`src/rtl/sio_req_pkg.sv`:
```
package sio_req_pkg;
  localparam int unsigned TDE_BIT  = 15;
  localparam int unsigned RDE_BIT  = 14;
  localparam int unsigned TIE_BIT  = 13;
  localparam int unsigned RIE_BIT  = 12;
  localparam int unsigned EIE_BIT  = 11;
  localparam int unsigned COND_LSB = 9;
  localparam int unsigned COND_W   = 2;
  localparam int unsigned CTL_MSB  = TDE_BIT;

  typedef enum logic [COND_W-1:0] {
    CTS_NONE = 2'b00,
    CTS_RISE = 2'b01,
    CTS_FALL = 2'b10,
    CTS_BOTH = 2'b11
  } cts_cond_e;

  typedef struct packed {
    logic      tx_dma_en;
    logic      rx_dma_en;
    logic      tx_irq_en;
    logic      rx_irq_en;
    logic      err_irq_en;
    cts_cond_e cts_cond;
  } ctl_t;
endpackage

```
`src/rtl/sio_req_ctl_reg.sv`:
```
module sio_req_ctl_reg
  import sio_req_pkg::*;
#(
  parameter int unsigned DW = 32
) (
  input  logic          clk_i,
  input  logic          rst_ni,
  input  logic          we_i,
  input  logic [DW-1:0] wdata_i,
  output ctl_t          ctl_o,
  output logic [DW-1:0] rdata_o
);
  ctl_t ctl_q;
  ctl_t ctl_d;

  always_comb begin
    ctl_d            = ctl_q;
    if (we_i) begin
      ctl_d.tx_dma_en  = wdata_i[TDE_BIT];
      ctl_d.rx_dma_en  = wdata_i[RDE_BIT];
      ctl_d.tx_irq_en  = wdata_i[TIE_BIT];
      ctl_d.rx_irq_en  = wdata_i[RIE_BIT];
      ctl_d.err_irq_en = wdata_i[EIE_BIT];
      ctl_d.cts_cond   = cts_cond_e'(wdata_i[COND_LSB +: COND_W]);
    end
  end

  always_ff @(posedge clk_i or negedge rst_ni) begin
    if (!rst_ni) ctl_q <= '0;
    else         ctl_q <= ctl_d;
  end

  always_comb begin
    rdata_o                     = '0;
    rdata_o[TDE_BIT]            = ctl_q.tx_dma_en;
    rdata_o[RDE_BIT]            = ctl_q.rx_dma_en;
    rdata_o[TIE_BIT]            = ctl_q.tx_irq_en;
    rdata_o[RIE_BIT]            = ctl_q.rx_irq_en;
    rdata_o[EIE_BIT]            = ctl_q.err_irq_en;
    rdata_o[COND_LSB +: COND_W] = ctl_q.cts_cond;
  end

  assign ctl_o = ctl_q;
endmodule

```
`src/rtl/sio_req_cts_det.sv`:
```
module sio_req_cts_det
  import sio_req_pkg::*;
#(
  parameter int unsigned SYNC_STAGES = 2
) (
  input  logic      clk_i,
  input  logic      rst_ni,
  input  logic      cts_i,
  input  cts_cond_e cond_i,
  input  logic      clr_i,
  output logic      chg_o
);
  logic [SYNC_STAGES:0] stage;
  logic                 prev_q;
  logic                 rise, fall, hit;
  logic                 chg_q;

  assign stage[0] = cts_i;

  for (genvar i = 0; i < SYNC_STAGES; i++) begin : g_sync
    always_ff @(posedge clk_i or negedge rst_ni) begin
      if (!rst_ni) stage[i+1] <= 1'b0;
      else         stage[i+1] <= stage[i];
    end
  end

  always_ff @(posedge clk_i or negedge rst_ni) begin
    if (!rst_ni) prev_q <= 1'b0;
    else         prev_q <= stage[SYNC_STAGES];
  end

  assign rise = stage[SYNC_STAGES] & ~prev_q;
  assign fall = ~stage[SYNC_STAGES] & prev_q;

  always_comb begin
    unique case (cond_i)
      CTS_RISE: hit = rise;
      CTS_FALL: hit = fall;
      CTS_BOTH: hit = rise | fall;
      default:  hit = 1'b0;
    endcase
  end

  // new edge beats a simultaneous clear
  always_ff @(posedge clk_i or negedge rst_ni) begin
    if (!rst_ni)    chg_q <= 1'b0;
    else if (hit)   chg_q <= 1'b1;
    else if (clr_i) chg_q <= 1'b0;
  end

  assign chg_o = chg_q;
endmodule

```
`src/rtl/sio_req_route.sv`:
```
module sio_req_route
  import sio_req_pkg::*;
#(
  parameter int unsigned ERR_W = 3
) (
  input  ctl_t             ctl_i,
  input  logic             tx_space_i,
  input  logic             rx_full_i,
  input  logic             rx_tout_i,
  input  logic [ERR_W-1:0] err_i,
  input  logic             cts_chg_i,
  output logic             tx_dma_req_o,
  output logic             rx_dma_req_o,
  output logic             irq_o
);
  localparam int unsigned NSRC = 4;
  logic [NSRC-1:0] src;

  assign tx_dma_req_o = ctl_i.tx_dma_en & tx_space_i;
  assign rx_dma_req_o = ctl_i.rx_dma_en & rx_full_i;

  assign src[0] = ctl_i.tx_irq_en & tx_space_i;
  assign src[1] = ctl_i.rx_irq_en & (rx_full_i | rx_tout_i);
  assign src[2] = ctl_i.err_irq_en & (|err_i);
  assign src[3] = cts_chg_i;

  assign irq_o = |src;
endmodule

```
`src/rtl/sio_req_ctrl.sv`:
```
module sio_req_ctrl
  import sio_req_pkg::*;
#(
  parameter int unsigned DW          = 32,
  parameter int unsigned ERR_W       = 3,
  parameter int unsigned SYNC_STAGES = 2
) (
  input  logic             clk_i,
  input  logic             rst_ni,
  input  logic             ctl_we_i,
  input  logic [DW-1:0]    ctl_wdata_i,
  output logic [DW-1:0]    ctl_rdata_o,
  input  logic             cts_clr_i,
  input  logic             tx_space_i,
  input  logic             rx_full_i,
  input  logic             rx_tout_i,
  input  logic [ERR_W-1:0] err_i,
  input  logic             cts_i,
  output logic             tx_dma_req_o,
  output logic             rx_dma_req_o,
  output logic             irq_o,
  output logic             cts_chg_o
);
  ctl_t ctl;
  logic chg;

  sio_req_ctl_reg #(.DW(DW)) u_ctl (
    .clk_i   (clk_i),
    .rst_ni  (rst_ni),
    .we_i    (ctl_we_i),
    .wdata_i (ctl_wdata_i),
    .ctl_o   (ctl),
    .rdata_o (ctl_rdata_o)
  );

  sio_req_cts_det #(.SYNC_STAGES(SYNC_STAGES)) u_cts (
    .clk_i  (clk_i),
    .rst_ni (rst_ni),
    .cts_i  (cts_i),
    .cond_i (ctl.cts_cond),
    .clr_i  (cts_clr_i),
    .chg_o  (chg)
  );

  sio_req_route #(.ERR_W(ERR_W)) u_route (
    .ctl_i        (ctl),
    .tx_space_i   (tx_space_i),
    .rx_full_i    (rx_full_i),
    .rx_tout_i    (rx_tout_i),
    .err_i        (err_i),
    .cts_chg_i    (chg),
    .tx_dma_req_o (tx_dma_req_o),
    .rx_dma_req_o (rx_dma_req_o),
    .irq_o        (irq_o)
  );

  assign cts_chg_o = chg;
endmodule

```
`config.mk`:
```
export PLATFORM = sky130hd
export DESIGN_NAME = sio_req_ctrl
export DESIGN_NICKNAME = d
export VERILOG_FILES = /design/src/rtl/sio_req_pkg.sv /design/src/rtl/sio_req_ctl_reg.sv /design/src/rtl/sio_req_cts_det.sv /design/src/rtl/sio_req_route.sv /design/src/rtl/sio_req_ctrl.sv
export SDC_FILE = /design/constraint.sdc
export NUM_CORES = 1
export LEC_CHECK = 0
export BUFFER_PORTS_ARGS = -buffer_cell sky130_fd_sc_hd__buf_2
export CORE_MARGIN = 2
export CORE_UTILIZATION = 29
export DETAILED_ROUTE_END_ITERATION = 12
export PLACE_DENSITY = 0.8
export SYNTH_ARGS = -nofsm -noshare
export SYNTH_HDL_FRONTEND = slang
export SYNTH_SLANG_ARGS = --single-unit
```
`constraint.sdc`:
```
create_clock -name clk_i -period 1 [get_ports clk_i]
set_input_delay 0 -clock clk_i [delete_from_list [all_inputs] [get_ports clk_i]]
set_output_delay 0 -clock clk_i [all_outputs]
set_load 0.1 [all_outputs]
```
# After elaboration in Yosys (flattened, before gate mapping)

Index checks and enable logic that the tools add are counted.

Bits in registers: 11
Input port bits: 43
Output and inout bits: 36
Logic and storage cells: 30

Eq/ne operators: 3
Mux-type cells: 3
Bitwise operators: 11
Reductions and logical operators: 3

Operator list:

| cell                                                | count |
|---|---|
| AND 1 bit                                           | 7 |
| equality test 2 bit, second input constant          | 2 |
| OR reduction 4 bit                                  | 1 |
| case mux 1 bit (3 select lines)                     | 1 |
| OR reduction 3 bit                                  | 1 |
| equality test 2 x 1 -> 1 bit, second input constant | 1 |
| two-way mux 1 bit                                   | 2 |
| inverter 1 bit                                      | 2 |
| bitwise OR 1 bit                                    | 2 |
| nonzero test 2 bit                                  | 1 |

# Longest topological paths before layout

Depth in word-level cells: 5
Mapped depth: 5
Mapped depth without buffers: 5

# Cells and area by module

From an unflattened synthesis, not the netlist that was laid out.

Cell total of the unflattened synthesis: 68
Area, all modules: 737.0 um2

Modules (own cells, without submodules):

| module          | times used | cells each | area each (um2) | seq. area each (um2) |
|---|---|---|---|---|
| sio_req_ctl_reg | 1          | 48         | 535.5           | 175.2 |
| sio_req_cts_det | 1          | 14         | 166.4           | 100.1 |
| sio_req_route   | 1          | 6          | 35.0            | 0.0 |

# Least setup slack after synthesis

OpenSTA, ideal clock, no wires.

Path kind: register to output
Start: register u_ctl.ctl_q (netlist bit u_ctl.ctl_o[4])
End: output port irq_o
Data arrival time: 1862 ps
Data required time: 1000 ps
Path slack: -862 ps
Stages on the path, launching flop included: 3
Path buffers: 0
Cells stage by stage: dfrtp_1 > a21oi_1 > nand3_1

Word-level cells in the longest chain between the ends: 2

RTL lines:

| element                | RTL line              | source |
|---|---|---|
| from (decl)            | sio_req_ctl_reg.sv:13 | `ctl_t ctl_q;` |
| from (signal assigned) | sio_req_ctl_reg.sv:30 | `else ctl_q <= ctl_d;` |
| AND 1 bit              | sio_req_route.sv:22   | `assign src[0] = ctl_i.tx_irq_en & tx_space_i;` |
| OR reduction 4 bit     | sio_req_route.sv:27   | `assign irq_o = \|src;` |
| to (decl)              | sio_req_ctrl.sv:21    | `output logic irq_o,` |

No other way between the ends.

# Final worst setup path

Ends and elaborated chain as after synthesis.

==> results_dict.tcl <==
set metrics [dict create \
    status "finished, violations left" \
    violations "setup timing" \
    numPortBuffers 28 \
    drv_slew 0 \
    fin_ws_ns -0.182 \
    fin_crit_sh_pct 118 \
    power_density_nw_per_um2 1760 \
    cap_viol_max_count 0 \
    dp_cells 117 \
    hold_viol_final 0 \
    initial_core_util_pct 30.9 \
    stdcell_count 138 \
    chipWidth_um 52.6 \
    layout_commonest_cell "conb_1" \
    finalSetupViolCount 9 \
    gr-total-overflow 0 \
    max_freq_mhz 846 \
    firstDrtPassIters 2 \
    yosys_warnings 0 \
    core.rowCount 17 \
    synth-seq-cells 11 \
    end_kind "output pin" \
    vias 535 \
    regArea_um2 303 \
    wl_per_cell_um 11.4 \
    cp.arrival_ns 1.18 \
    core_um2 2210 \
    grt_pass1_wl_um 2510 \
    fin_skew_ns 0.000205 \
    avgSynthCellArea_um2 11.2 \
    place.gp.congestion 0.685 \
    synth.distinct_cells 16 \
    ir_drop_mv 1.25 \
    multiInputGateArea_um2 335 \
    filler_cell_count 168 \
    path_clk_slew_ns 0.07 \
    setup.worst_path.class "flop to output pin" \
    reg2reg_from "u_ctl.ctl_o[4]" \
    antenna_left 0 \
    grt_usage_pct 12.8 \
    clock_latency_ns 0.27 \
    nNetsFinal 156 \
    regToRegEndpoint "u_ctl.ctl_o[4]" \
    grt_pass1_vias 559 \
    io_pins 79 \
    r2r_setup_slack_ns -0.12 \
    layout-drive-gt1-share_pct 55.5 \
    whs_ns 0.118 \
    htreeDepth 1 \
    clk_path_buf_depth 2 \
    hp-class "input port to async pin" \
    final_cell_mix "25 x conb_1, 17 x buf_2, 11 x buf_12" \
    clock_sinks 11 \
    setup_tns_ns -0.824 \
    numCtsBuffers 3 \
    grt_start_max_net_pins 12 \
    cts_tree "done" \
    power_leakage_nw 0.596 \
    finalCriticalPeriod_ns 1.18 \
    syn_inst 61 \
    drt_iter0_drc 2 \
    ys_seq_area_share_pct 40.2 \
    cts-root-buf "clkbuf_4" \
    routed_wl_um 1570 \
    grt_setup_unrepaired "true" \
    start_kind "flop" \
    pre_cts_ws_ns -0.0834 \
    crit_fanout 2 \
    antenna-diode-count 0 \
    syn_area_um2 684 \
    drc 0 \
    die_height_um 52.6 \
    antenna_found_initial 0 \
    avgViaCountPerCell 3.88 \
    die_area_um2 2760 \
    syn2layout_area_growth_pct 75.7 \
    reg2reg_depth 3 \
    required_ns 1.00 \
    dp.final_hpwl_um 1050 \
]
[cell families after synthesis]
kind of cell / Yosys count / synth area share, %
flip-flops: 11 / 40.2
other: 1 / 0.548
adder cells (fa/ha/maj): 2 / 3.66
multiplexers: 7 / 15.4
buffers and inverters: 29 / 30.7
AO/OA/AOI/OAI: 5 / 4.57
AND/OR/NAND/NOR: 6 / 4.93
[state kept, by name (all words and copies together), names as in the netlist]
name	cells
u_ctl.ctl_o	7
u_cts.stage	2
u_cts.chg_o	1
u_cts.prev_q	1
[metrics by stage]
step           area [um^2]  utilization (%)  power, mW
5_1_grt               1200             54.4       2.20
3_5_place_dp           980             44.3       1.72
6_report              1200             54.4       2.12
3_3_place_gp           980             44.3       1.70
4_1_cts               1180             53.5       2.11
2_1_floorplan          823                -       1.49
[area by class of cell]
type | count | share of cell area [%]
timing repair buffer | 47 | 40.9
sequential | 11 | 25.2
inverter | 3 | 0.937
clock buffer | 4 | 2.19
tap | 28 | 2.91
multi-input combinational | 45 | 27.9
[Yosys cell counts (all sizes together)]
master | count | share of area (%)
mux2 | 7 | 15
o31ai | 1 | 1.1
ha | 2 | 3.7
o21ai | 2 | 1.5
and2 | 2 | 1.8
a21oi | 1 | 0.73
conb | 1 | 0.55
inv | 3 | 1.6
nand2 | 1 | 0.55
buf | 26 | 29
dfrtp | 11 | 40
nand3 | 1 | 0.73
o221ai | 1 | 1.3
nor2b | 2 | 1.8
[repair_timing]
action	CTS	global route
endpoints found under the setup margin	5	11
hold buffers	10	0
gates resized for setup	8	2
setup buffers	6	1
pin swaps	3	0
hold endpoints to repair	20	0
[layer usage]
metal | share of wire (%) | vias up | track usage [%] | wire, um
li1 | - | 242 | - | -
met1 | 36 | 252 | 13.7 | 558
met2 | 56 | 39 | 24.0 | 884
met3 | 7.4 | 2 | 2.57 | 116
met4 | 0.76 | 0 | 5.13 | 12
met5 | 0 | - | 0 | 0
[worst max-delay path by stage]
stage	slack, ns	end	cells after the start	from
after floorplan	-0.13	u_cts.chg_o	3	u_ctl.ctl_o[1]
after global placement	-0.01	u_cts.chg_o	5	u_cts.prev_q
after detailed placement	-0.08	u_cts.chg_o	5	u_cts.prev_q
after CTS	-0.19	irq_o	3	u_ctl.ctl_o[4]
after global routing	-0.22	irq_o	3	u_ctl.ctl_o[4]
final	-0.18	irq_o	3	u_ctl.ctl_o[4]
[worst max-delay path, stage by stage (launching register included)]
cell     delay, ns
dfrtp_4       0.49
a21oi_4       0.15
nand3_4       0.09
buf_12        0.17
[where the power goes]
group	total (mW)	leakage (nW)	switching [mW]	internal [mW]
logic	1.25	0.459	0.890	0.364
clock network	0.302	0.0150	0.148	0.155
registers	0.564	0.122	0.0564	0.507
Note: power is estimated with default switching activity, not from simulation.
